--- config.mk ---
export PLATFORM = sky130hd
export DESIGN_NAME = gmii_frame_gen
export DESIGN_NICKNAME = d
export VERILOG_FILES = /design/src/rtl/gfg_pkg.sv /design/src/rtl/gfg_crc32.sv /design/src/rtl/gfg_frame_seq.sv /design/src/rtl/gfg_gap_gen.sv /design/src/rtl/gmii_frame_gen.sv
export SDC_FILE = /design/constraint.sdc
export NUM_CORES = 1
export LEC_CHECK = 0
export BUFFER_PORTS_ARGS = -buffer_cell sky130_fd_sc_hd__buf_2
export CORE_UTILIZATION = 65
export DETAILED_ROUTE_END_ITERATION = 10
export PLACE_DENSITY = 0.79
export RECOVER_POWER = 50
export SLEW_MARGIN = 25
export SYNTH_ARGS = -nofsm -noshare
export SYNTH_HDL_FRONTEND = slang
export SYNTH_SLANG_ARGS = --single-unit
--- constraint.sdc ---
create_clock -name clk -period 7.2 [get_ports clk]
set_input_delay 1.08 -clock clk [delete_from_list [all_inputs] [get_ports clk]]
set_output_delay 1.08 -clock clk [all_outputs]
set_load 0.02 [all_outputs]
--- src/rtl/gfg_pkg.sv ---
package gfg_pkg;

   typedef enum logic [2:0] {
      ST_GAP,
      ST_PRE,
      ST_BODY,
      ST_FCS,
      ST_DONE
   } gfg_state_e;

   typedef enum logic [1:0] {
      FK_BASIC,
      FK_CTAG,
      FK_STACK
   } gfg_kind_e;

   localparam logic [31:0] CRC_POLY_REFL = 32'hEDB8_8320;
   localparam logic [15:0] TPID_CUST     = 16'h8100;
   localparam logic [15:0] TPID_SERV     = 16'h88A8;
   localparam logic [7:0]  BYTE_PRE      = 8'h55;
   localparam logic [7:0]  BYTE_SFD      = 8'hD5;

   // one byte of the LSB-first CRC-32 update
   function automatic logic [31:0] crc_step(input logic [31:0] c, input logic [7:0] d);
      logic [31:0] r;
      r = c ^ {24'h0, d};
      for (int i = 0; i < 8; i++) begin
         r = r[0] ? ((r >> 1) ^ CRC_POLY_REFL) : (r >> 1);
      end
      return r;
   endfunction

endpackage

--- src/rtl/gfg_crc32.sv ---
module gfg_crc32
   import gfg_pkg::*;
#(
   parameter int DATA_W = 8,
   parameter int CRC_W  = 32
) (
   input  logic              clk,
   input  logic              rst_n,
   input  logic              init_i,
   input  logic              en_i,
   input  logic [DATA_W-1:0] data_i,
   output logic [CRC_W-1:0]  crc_o
);

   if (DATA_W != 8 || CRC_W != 32) begin : g_bad_width
      $error("gfg_crc32 supports only 8-bit data and a 32-bit remainder");
   end

   logic [CRC_W-1:0] crc_q;

   always_ff @(posedge clk) begin
      if (!rst_n || init_i) begin
         crc_q <= '1;
      end else if (en_i) begin
         crc_q <= crc_step(crc_q, data_i);
      end
   end

   assign crc_o = crc_q;

endmodule

--- src/rtl/gfg_frame_seq.sv ---
module gfg_frame_seq
   import gfg_pkg::*;
#(
   parameter int NUM_FRAMES  = 5,
   parameter int LEN_START   = 100,
   parameter int LEN_STEP    = 1,
   parameter int LEN_MAX     = 1500,
   parameter int VLAN_PERIOD = 0,
   parameter int LEN_W       = 16
) (
   input  logic             clk,
   input  logic             rst_n,
   input  logic             adv_i,
   output logic [LEN_W-1:0] len_o,
   output gfg_kind_e        kind_o,
   output logic             last_o
);

   localparam int CNT_W = (NUM_FRAMES > 1) ? $clog2(NUM_FRAMES) : 1;

   logic [CNT_W-1:0] idx_q;
   logic [LEN_W-1:0] len_q;
   logic [LEN_W:0]   len_sum;

   assign len_sum = {1'b0, len_q} + (LEN_W+1)'(LEN_STEP);

   always_ff @(posedge clk) begin
      if (!rst_n) begin
         idx_q <= '0;
         len_q <= LEN_W'(LEN_START);
      end else if (adv_i) begin
         idx_q <= idx_q + CNT_W'(1);
         len_q <= (len_sum > (LEN_W+1)'(LEN_MAX)) ? LEN_W'(LEN_START) : len_sum[LEN_W-1:0];
      end
   end

   assign len_o  = len_q;
   assign last_o = (idx_q == CNT_W'(NUM_FRAMES - 1));

   if (VLAN_PERIOD == 0) begin : g_plain
      assign kind_o = FK_BASIC;
   end else begin : g_cycle
      localparam int CYC_W = $clog2(VLAN_PERIOD + 2);
      logic [CYC_W-1:0] cyc_q;

      always_ff @(posedge clk) begin
         if (!rst_n) begin
            cyc_q <= '0;
         end else if (adv_i) begin
            cyc_q <= (cyc_q == CYC_W'(VLAN_PERIOD + 1)) ? '0 : cyc_q + CYC_W'(1);
         end
      end

      always_comb begin
         if (cyc_q < CYC_W'(VLAN_PERIOD))       kind_o = FK_BASIC;
         else if (cyc_q == CYC_W'(VLAN_PERIOD)) kind_o = FK_CTAG;
         else                                   kind_o = FK_STACK;
      end
   end

endmodule

--- src/rtl/gfg_gap_gen.sv ---
module gfg_gap_gen #(
   parameter int          IPG       = 12,
   parameter bit          VAR_IPG   = 1'b0,
   parameter int          GAP_W     = 5,
   parameter logic [15:0] LFSR_SEED = 16'hACE1
) (
   input  logic             clk,
   input  logic             rst_n,
   input  logic             adv_i,
   output logic [GAP_W-1:0] gap_o
);

   if (LFSR_SEED == 16'h0) begin : g_bad_seed
      $error("gfg_gap_gen needs a nonzero LFSR seed");
   end

   logic [15:0] lfsr_q;
   logic        fb;
   logic [3:0]  extra;

   assign fb = lfsr_q[15] ^ lfsr_q[13] ^ lfsr_q[12] ^ lfsr_q[10];

   always_ff @(posedge clk) begin
      if (!rst_n) begin
         lfsr_q <= LFSR_SEED;
      end else if (adv_i) begin
         lfsr_q <= {lfsr_q[14:0], fb};
      end
   end

   if (VAR_IPG) begin : g_var
      assign extra = lfsr_q[3:0];
   end else begin : g_fixed
      assign extra = 4'd0;
   end

   assign gap_o = GAP_W'(IPG) + GAP_W'(extra);

endmodule

--- src/rtl/gmii_frame_gen.sv ---
module gmii_frame_gen
   import gfg_pkg::*;
#(
   parameter int          NUM_FRAMES  = 5,
   parameter int          LEN_START   = 100,
   parameter int          LEN_STEP    = 1,
   parameter int          LEN_MAX     = 1500,
   parameter bit          PAD_EN      = 1'b1,
   parameter int          VLAN_PERIOD = 0,
   parameter int          IPG         = 12,
   parameter bit          VAR_IPG     = 1'b0,
   parameter bit          ERR_EN      = 1'b0,
   parameter bit          PAUSE_EN    = 1'b1,
   parameter logic [47:0] DST_MAC     = 48'h02_00_00_00_00_01,
   parameter logic [47:0] SRC_MAC     = 48'h02_00_00_00_00_02,
   parameter logic [15:0] CTAG_TCI    = 16'h0005,
   parameter logic [15:0] STAG_TCI    = 16'h000A,
   parameter int          MIN_BODY    = 60
) (
   input  logic       clk,
   input  logic       rst_n,
   input  logic       pause_req,
   output logic [7:0] gmii_txd,
   output logic       gmii_tx_en,
   output logic       gmii_tx_er,
   output logic       gen_done
);

   localparam int LEN_W   = 16;
   localparam int POS_W   = LEN_W + 2;
   localparam int GAP_W   = $clog2(IPG + 16 + 1);
   localparam int PRE_LEN = 8;
   localparam int FCS_LEN = 4;
   localparam int ADDR_END = 12;

   // elaboration-time parameter checks
   if (NUM_FRAMES < 1) begin : g_bad_count
      $error("NUM_FRAMES must be at least 1");
   end
   if (LEN_START < 0 || LEN_STEP < 0) begin : g_bad_len
      $error("LEN_START and LEN_STEP must not be negative");
   end
   if (LEN_MAX < LEN_START || LEN_MAX > 65535) begin : g_bad_max
      $error("LEN_MAX must lie between LEN_START and 65535");
   end
   if (IPG < 2) begin : g_bad_ipg
      $error("IPG must be at least 2");
   end
   if (VLAN_PERIOD < 0) begin : g_bad_vlan
      $error("VLAN_PERIOD must not be negative");
   end

   gfg_state_e       state_q, state_d;
   logic [POS_W-1:0] pos_q, pos_d;
   logic [GAP_W-1:0] gcnt_q, gcnt_d;

   logic [LEN_W-1:0] cur_len;
   gfg_kind_e        cur_kind;
   logic             last_frame;
   logic [GAP_W-1:0] gap_len;
   logic [31:0]      crc;
   logic             frame_end;
   logic             pause_blk;

   logic [POS_W-1:0] hdr_len, pay_end, body_end, rel;
   logic [63:0]      tag_word;
   logic [7:0]       body_byte, tx_byte;
   logic [31:0]      fcs_word;
   logic             active;

   assign pause_blk = PAUSE_EN && pause_req;
   assign frame_end = (state_q == ST_FCS) && (pos_q == POS_W'(FCS_LEN - 1));

   gfg_frame_seq #(
      .NUM_FRAMES (NUM_FRAMES),
      .LEN_START  (LEN_START),
      .LEN_STEP   (LEN_STEP),
      .LEN_MAX    (LEN_MAX),
      .VLAN_PERIOD(VLAN_PERIOD),
      .LEN_W      (LEN_W)
   ) i_seq (
      .clk   (clk),
      .rst_n (rst_n),
      .adv_i (frame_end),
      .len_o (cur_len),
      .kind_o(cur_kind),
      .last_o(last_frame)
   );

   gfg_gap_gen #(
      .IPG    (IPG),
      .VAR_IPG(VAR_IPG),
      .GAP_W  (GAP_W)
   ) i_gap (
      .clk  (clk),
      .rst_n(rst_n),
      .adv_i(frame_end),
      .gap_o(gap_len)
   );

   gfg_crc32 i_crc (
      .clk   (clk),
      .rst_n (rst_n),
      .init_i(state_q == ST_PRE),
      .en_i  (state_q == ST_BODY),
      .data_i(body_byte),
      .crc_o (crc)
   );

   // frame body layout for the current kind and length
   always_comb begin
      unique case (cur_kind)
         FK_CTAG:  begin hdr_len = POS_W'(18); tag_word = {TPID_CUST, CTAG_TCI, 32'h0}; end
         FK_STACK: begin hdr_len = POS_W'(22); tag_word = {TPID_SERV, STAG_TCI, TPID_CUST, CTAG_TCI}; end
         default:  begin hdr_len = POS_W'(14); tag_word = 64'h0; end
      endcase
      pay_end  = hdr_len + POS_W'(cur_len);
      body_end = (PAD_EN && pay_end < POS_W'(MIN_BODY)) ? POS_W'(MIN_BODY) : pay_end;
   end

   always_comb begin
      rel = '0;
      if (pos_q < POS_W'(6)) begin
         body_byte = DST_MAC[8*(5 - int'(pos_q[2:0])) +: 8];
      end else if (pos_q < POS_W'(ADDR_END)) begin
         body_byte = SRC_MAC[8*(11 - int'(pos_q[3:0])) +: 8];
      end else if (pos_q < hdr_len - POS_W'(2)) begin
         rel       = pos_q - POS_W'(ADDR_END);
         body_byte = tag_word[63 - 8*int'(rel[2:0]) -: 8];
      end else if (pos_q == hdr_len - POS_W'(2)) begin
         body_byte = cur_len[15:8];
      end else if (pos_q == hdr_len - POS_W'(1)) begin
         body_byte = cur_len[7:0];
      end else if (pos_q < pay_end) begin
         rel       = pos_q - hdr_len;
         body_byte = rel[7:0];
      end else begin
         body_byte = 8'h00;
      end
   end

   assign fcs_word = ~crc;

   always_comb begin
      unique case (state_q)
         ST_PRE:  tx_byte = (pos_q == POS_W'(PRE_LEN - 1)) ? BYTE_SFD : BYTE_PRE;
         ST_BODY: tx_byte = body_byte;
         ST_FCS:  tx_byte = fcs_word[8*int'(pos_q[1:0]) +: 8];
         default: tx_byte = 8'h00;
      endcase
      active = (state_q == ST_PRE) || (state_q == ST_BODY) || (state_q == ST_FCS);
   end

   // sequencing of preamble, body, check sequence and gap
   always_comb begin
      state_d = state_q;
      pos_d   = pos_q + POS_W'(1);
      gcnt_d  = gcnt_q;
      unique case (state_q)
         ST_GAP: begin
            pos_d = '0;
            if (gcnt_q >= gap_len - GAP_W'(1)) begin
               if (!pause_blk) state_d = ST_PRE;
            end else begin
               gcnt_d = gcnt_q + GAP_W'(1);
            end
         end
         ST_PRE: begin
            if (pos_q == POS_W'(PRE_LEN - 1)) begin
               state_d = ST_BODY;
               pos_d   = '0;
            end
         end
         ST_BODY: begin
            if (pos_q == body_end - POS_W'(1)) begin
               state_d = ST_FCS;
               pos_d   = '0;
            end
         end
         ST_FCS: begin
            if (frame_end) begin
               state_d = last_frame ? ST_DONE : ST_GAP;
               pos_d   = '0;
               gcnt_d  = '0;
            end
         end
         default: begin
            pos_d = pos_q;
         end
      endcase
   end

   always_ff @(posedge clk) begin
      if (!rst_n) begin
         state_q    <= ST_GAP;
         pos_q      <= '0;
         gcnt_q     <= '0;
         gmii_txd   <= 8'h00;
         gmii_tx_en <= 1'b0;
         gmii_tx_er <= 1'b0;
         gen_done   <= 1'b0;
      end else begin
         state_q    <= state_d;
         pos_q      <= pos_d;
         gcnt_q     <= gcnt_d;
         gmii_txd   <= active ? tx_byte : 8'h00;
         gmii_tx_en <= active;
         gmii_tx_er <= active && ERR_EN;
         gen_done   <= (state_q == ST_DONE);
      end
   end

endmodule

; ---- Yosys cells after proc, flatten, opt, wreduce, memory -nomap -nowiden
; Cells that the tools add are included.
[totals]
ff_bits = 87
latchBits = 0
ram_bits = 0
romBits = 0
inputBits = 3
output_inout_bits = 11
word_cells = 95
memories = 0
[op_classes]
n_addsub = 9
mul = 0
div_mod_pow = 0
magnitude_cmp = 6
n_eq_ne = 16
shifts = 3
mux = 31
bitwise = 10
reduce_logical = 11
[op_table]
columns = cell, n
row1 = 2-to-1 mux 32 bit, 8
row2 = NOT 13 -> 14 bit, 8
row3 = one-hot mux 18 bit (4 select lines), 1
row4 = 2-to-1 mux 18 bit, 3
row5 = 2-to-1 mux 8 bit, 6
row6 = "indexed part select 48 x 7 -> 8 bit, first input constant", 1
row7 = "indexed part select 48 x 8 -> 8 bit, first input constant", 1
row8 = "equality test 18 x 4 -> 1 bit, second input constant", 2
row9 = NOT 32 bit, 1
row10 = indexed part select 32 x 6 -> 8 bit, 1
row11 = XOR 32 x 8 -> 32 bit, 1
row12 = one-hot mux 8 bit (3 select lines), 1
row13 = "adder 18 x 1 -> 18 bit, second input constant", 1
row14 = equality test 18 bit, 1
row15 = "equality test 18 x 2 -> 1 bit, second input constant", 1
row16 = "equality test 18 x 3 -> 1 bit, second input constant", 1
row17 = less-than comparator 18 x 17 -> 1 bit, 1
row18 = "less-than comparator 18 x 3 -> 1 bit, second input constant", 1
row19 = "less-than comparator 18 x 4 -> 1 bit, second input constant", 1
row20 = 2-to-1 mux 3 bit, 6
row21 = "subtractor 17 x 1 -> 18 bit, second input constant", 1
row22 = "adder 16 x 1 -> 17 bit, second input constant", 1
row23 = "adder 4 x 16 -> 17 bit, first input constant", 1
row24 = "> comparator 17 x 11 -> 1 bit, second input constant", 1
row25 = 25 further kinds, 35

; ---- Longest topological paths before layout
[depth]
word_depth = 24
mapped_depth = 25
depth_no_buf = 20

; ---- Cells and area by module
; From an unflattened synthesis, not the netlist that was laid out.
[unflattened]
cells_unflattened = 924
area_unflattened_um2 = 7925.1
[modules_own_cells]
columns = mod, n_inst, cells_each, area_each_um2, seq_area_each_um2
row1 = gmii_frame_gen, 1, 600, 4638.2, 720.7
row2 = gfg_crc32, 1, 178, 2052.0, 640.6
row3 = gfg_frame_seq, 1, 139, 1189.9, 380.4
row4 = gfg_gap_gen, 1, 7, 45.0, 0.0

; ---- Worst setup path before layout
; No wires, ideal clock.
[synth_path]
kind = register to register
startpoint = register i_seq.len_q[1] (netlist: i_seq.len_o[1])
endpoint = register pos_q[14]
setup_time_ns = 0.074
arrival_time_ns = 5.038
setup_slack_ns = 2.088
stages_incl_launch_ff = 24
path_buffers = 4
synth_period_minus_slack_ns = 5.112
cell_sequence = dfxtp_1 inv_1 ha_1 nor2b_1 clkbuf_1 nor4_1 xnor2_1 nand4_1 or2_0 buf_2 nand2_1 ha_1 nand2_1 a2111o_1 or2_1 o41ai_1 o41ai_1 a311oi_1 nor2_1 a32oi_1 buf_2 buf_6 a21oi_1 a31oi_1
[synth_via]
elab_chain_len = 7
[synth_rtl]
columns = element, line_no
row1 = from (decl), gfg_frame_seq.sv:22  ; logic [LEN_W-1:0] len_q;
row2 = from (signal assigned), gfg_frame_seq.sv:30  ; len_q <= LEN_W'(LEN_START);
row3 = from (signal assigned), gfg_frame_seq.sv:33  ; len_q <= (len_sum > (LEN_W+1)'(LEN_MAX)) ? LEN_W'(LEN_START) : len_sum[LEN_W-1:0];
row4 = adder 4 x 16 -> 17 bit *, gmii_frame_gen.sv:117  ; pay_end = hdr_len + POS_W'(cur_len);
row5 = less-than comparator 17 x 6 -> 1 bit, gmii_frame_gen.sv:118  ; body_end = (PAD_EN && pay_end < POS_W'(MIN_BODY)) ? POS_W'(MIN_BODY) : pay_end;
row6 = 2-to-1 mux 17 bit *, gmii_frame_gen.sv:118
row7 = subtractor 17 x 1 -> 18 bit *, gmii_frame_gen.sv:175  ; if (pos_q == body_end - POS_W'(1)) begin
row8 = equality test 18 bit *, gmii_frame_gen.sv:175
row9 = 2-to-1 mux 18 bit *, gmii_frame_gen.sv:175
row10 = one-hot mux 18 bit (4 select lines) *, gmii_frame_gen.sv:159  ; unique case (state_q)
row11 = to (signal assigned), gmii_frame_gen.sv:204  ; pos_q <= pos_d;
row12 = to (decl), gmii_frame_gen.sv:54  ; logic [POS_W-1:0] pos_q, pos_d;
; Every way passes the cells marked *; elsewhere a longest branch is shown, timed or not.
; A chain may end at the register's enable or synchronous reset.

; ---- Worst setup path after layout
[layout_path]
startpoint = register i_seq.len_q[1] (netlist: i_seq.len_o[1])
endpoint = register pos_q[6]
; Same word-level chain as after synthesis.

==> qor.json <==
{
  "finalSetupTns": {"value": 0, "unit": "ns"},
  "cp.arrival": {"value": 6.51, "unit": "ns"},
  "final_layout_size_suffix_gt1_frac": {"value": 0.0703},
  "critPathRequiredTime": {"value": 7.48, "unit": "ns"},
  "clock_tree_from_tritoncts": {"value": "done"},
  "core": {"value": 11000, "unit": "um2"},
  "globalplace.congestion": {"value": 0.961},
  "synth-edff-count": {"value": 0},
  "die_x": {"value": 109, "unit": "um"},
  "criticalPathCategory": {"value": "reg -> reg"},
  "die_area": {"value": 11800, "unit": "um2"},
  "netlist_instances": {"value": 914},
  "cellPowerDensity": {"value": 129, "unit": "nW/um2"},
  "drt-vias-per-instance": {"value": 6.95},
  "power.internal": {"value": 0.000767, "unit": "W"},
  "root_buf_cell": {"value": "clkbuf_16"},
  "cp_max_fo": {"value": 29},
  "cell_with_the_most_instances_after_synthesis": {"value": "nand2_1"},
  "cell_type_contributing_the_most_total_cell_area_after_synthesis": {"value": "dfxtp_1"},
  "r2r-start": {"value": "i_seq.len_o[1]"},
  "rsz0062_at_grt": {"value": "false"},
  "post_cts_resized": {"value": 0},
  "ys_flop_type": {"value": "dfxtp_1"},
  "route.detailed.wl_per_inst": {"value": 21.7, "unit": "um"},
  "timing.slew.headroom": {"value": 0.242},
  "fin_hold_ws": {"value": 0.498, "unit": "ns"},
  "pwr-share-seq": {"value": 0.491},
  "start_util": {"value": 0.675},
  "reg2reg_capture_point": {"value": "pos_q[6]"},
  "detailed_place.area": {"value": 7390, "unit": "um2"},
  "worstHoldStart": {"value": "i_seq.idx_q[1]"},
  "dp_hpwl": {"value": 16.0, "unit": "mm"},
  "row_count": {"value": 38},
  "first_global_vias": {"value": 6657},
  "cp_capture_type": {"value": "register"},
  "synth_commonest_cells": {"value": "91 x nand2_1, 87 x dfxtp_1, 71 x xnor2_1"},
  "p_comb_frac": {"value": 0.017},
  "syn_avg_cell_area": {"value": 8.12, "unit": "um2"},
  "setup_viol": {"value": 0},
  "tightest_pin_transition": {"value": 1.13, "unit": "ns"},
  "num_vias": {"value": 7102},
  "drt_first_pass_iters": {"value": 5},
  "regToRegSetupSlack": {"value": 0.98, "unit": "ns"},
  "outcome": {"value": "completed"},
  "final_max_slew_viol_count": {"value": 0},
  "drv.max_cap_violation_count": {"value": 0},
  "holdPathStages": {"value": 2},
  "boundaryPins": {"value": 14},
  "post-cts-setup-buffer-count": {"value": 0},
  "peakVddDrop": {"value": 142, "unit": "uV"},
  "portBuffers": {"value": 12},
  "clk-insertion-delay-late": {"value": 0.36, "unit": "ns"},
  "yosys_register_bits": {"value": 87},
  "global_route.usage.total": {"value": 0.394},
  "postCtsHoldBufs": {"value": 0},
  "netlist-cell-type-count": {"value": 92},
  "synth.top_cell.area_share": {"value": 0.235},
  "finish.instance_area": {"value": 7670, "unit": "um2"},
  "power.net_switching": {"value": 0.000220, "unit": "W"},
  "ff2ff_path_depth": {"value": 20},
  "p_leak": {"value": 2.84, "unit": "nW"},
  "hold_path.class": {"value": "reg -> reg"},
  "numClockSinks": {"value": 87},
  "n_antenna_cell": {"value": 0},
  "dr.first_iter.drc_count": {"value": 860},
  "timing.final.crit_period": {"value": 6.22, "unit": "ns"},
  "fin_nets": {"value": 910},
  "netlist_area": {"value": 7420, "unit": "um2"},
  "final_core_utilization": {"value": 0.699},
  "routed_wirelength": {"value": 22.1, "unit": "mm"},
  "synth.area.top_cells": {"value": "dfxtp_1 23%, xnor2_1 8.4%, ha_1 5.1%, nand2_1 4.6%, a21oi_1 3.4%"},
  "cts-root-to-sink-buffers": {"value": 2},
  "synth-warning-count": {"value": 0},
  "route.detailed.drc": {"value": 0},
  "setup.worst_path.start_class": {"value": "register"},
  "grt_antenna_before_repair": {"value": 0},
  "hold-path-endpoint": {"value": "i_seq.idx_q[1]"},
  "final_hold_viol_count": {"value": 0},
  "synthToLayoutAreaGrowth": {"value": 3.48, "unit": "%"},
  "grt_overflow_total": {"value": 0},
  "grt_start_max_net_pins": {"value": 56},
  "seq_area_frac_synth": {"value": 0.235},
  "clock.fmax": {"value": 0.161, "unit": "GHz"},
  "net_sw_frac": {"value": 0.222},
  "cts-htree-levels": {"value": 3},
  "route.antenna.remaining_nets": {"value": 0},
  "ys_async_sr_fraction": {"value": 0},
  "synthesis.nets": {"value": 947},
  "vertical_die_dimension": {"value": 109, "unit": "um"},
  "cts.reportedPaths.clkPinSlew": {"value": 0.07, "unit": "ns"},
  "clockPowerShare": {"value": 0.492},
  "final.setup_skew": {"value": 0.00912, "unit": "ns"},
  "final_min_period_over_clock_period": {"value": 0.864},
  "grt_pass1_wl": {"value": 35.3, "unit": "mm"},
  "cts-buffers-inserted": {"value": 9}
}
-- metrics by stage --
step / power [W] / instances / worst slack, ns
after floorplan: 0.000507 / 914 / 2.09
after global placement: 0.000511 / 1006 / 1.41
after detailed placement: 0.000512 / 1006 / 1.18
after CTS: 0.000990 / 1022 / 1.14
after global routing: 0.00101 / 1022 / 0.519
final: 0.000987 / 1022 / 0.978
-- layer usage --
metal,up-vias,part of all wire,GRT usage
met3,93,0.082,0.0831
met5,-,0,0
met2,362,0.46,0.621
met1,3368,0.41,0.492
li1,3279,-,-
met4,0,0.056,0.243
-- logic make-up (layout without fill, tap and decap cells) --
logic type      after synthesis  in the layout  share of synthesized area
xor+xnor                    110            110                      0.152
flops                        87             87                      0.235
other cells                   1              1                   0.000506
compound gates              238            238                      0.231
mux                          15             15                     0.0346
simple gates                340            340                      0.242
buf+inv                      93             61                     0.0545
fa+ha+maj                    30             30                     0.0506
-- worst max-delay path by stage --
stage	startpoint	endpoint	cells past startpoint
final	i_seq.len_o[1]	pos_q[6]	20
after global routing	i_seq.len_o[1]	pos_q[11]	20
after CTS	i_seq.len_o[1]	pos_q[6]	20
after detailed placement	i_seq.len_o[1]	pos_q[6]	20
after global placement	i_seq.len_o[1]	pos_q[6]	20
after floorplan	i_seq.len_o[1]	pos_q[14]	23
-- sequential cells by signal (all words and copies together), names as in the netlist, 3 cells and up --
name	flops
gcnt_q	5
gmii_txd	8
i_crc.crc_o	32
i_seq.idx_q	3
i_seq.len_o	16
pos_q	18
state_q	3
-- cell type report --
cell class	instances	area, um2
inverter	27	101
tap	140	175
timing repair buffer	18	91.3
clock buffer	10	239
fill	915	3310
clock inverter	6	67.6
sequential	87	1740
multi-input combinational	734	5260
-- power groups by stage --
stage                     Clock, W  Sequential, W  Combinational [W]
after global routing      0.000508       0.000485          0.0000184
after floorplan                  0       0.000495          0.0000116
after CTS                 0.000489       0.000485          0.0000167
final                     0.000485       0.000485          0.0000170
after global placement           0       0.000495          0.0000160
after detailed placement         0       0.000496          0.0000166
-- layout by cell type, fill, tap and decap left out, types with 12 or more instances in the layout --
cell	instances
a21oi_1	50
a31oi_1	17
and2_1	12
and3_1	22
dfxtp_1	87
ha_1	30
inv_1	26
nand2_1	91
nand2b_1	16
nand3_1	23
nand4_1	15
nor2_1	52
nor3_1	35
nor4_1	13
o211ai_1	27
o21ai_0	39
o31ai_1	13
or3_1	13
xnor2_1	71
xor2_1	24
-- worst max-delay path, cell delays in order (launching register included) --
cell and delay, ns:
dfxtp_1 0.43, inv_1 0.23, ha_1 0.23, nor2b_1 0.70, or4_1 0.24, nand4_1 0.22, or4_1 0.70, or2_0 0.41
nand2_1 0.14, ha_1 0.19, nand2_1 0.08, a2111o_1 0.48, or2_1 0.28, o41ai_1 0.41, o41ai_1 0.16, a311oi_1 0.36
nor2_1 0.09, a32oi_1 0.19, buf_4 0.31, o21ai_0 0.13, a31oi_1 0.16
Note: power is estimated with default switching activity, not from simulation.
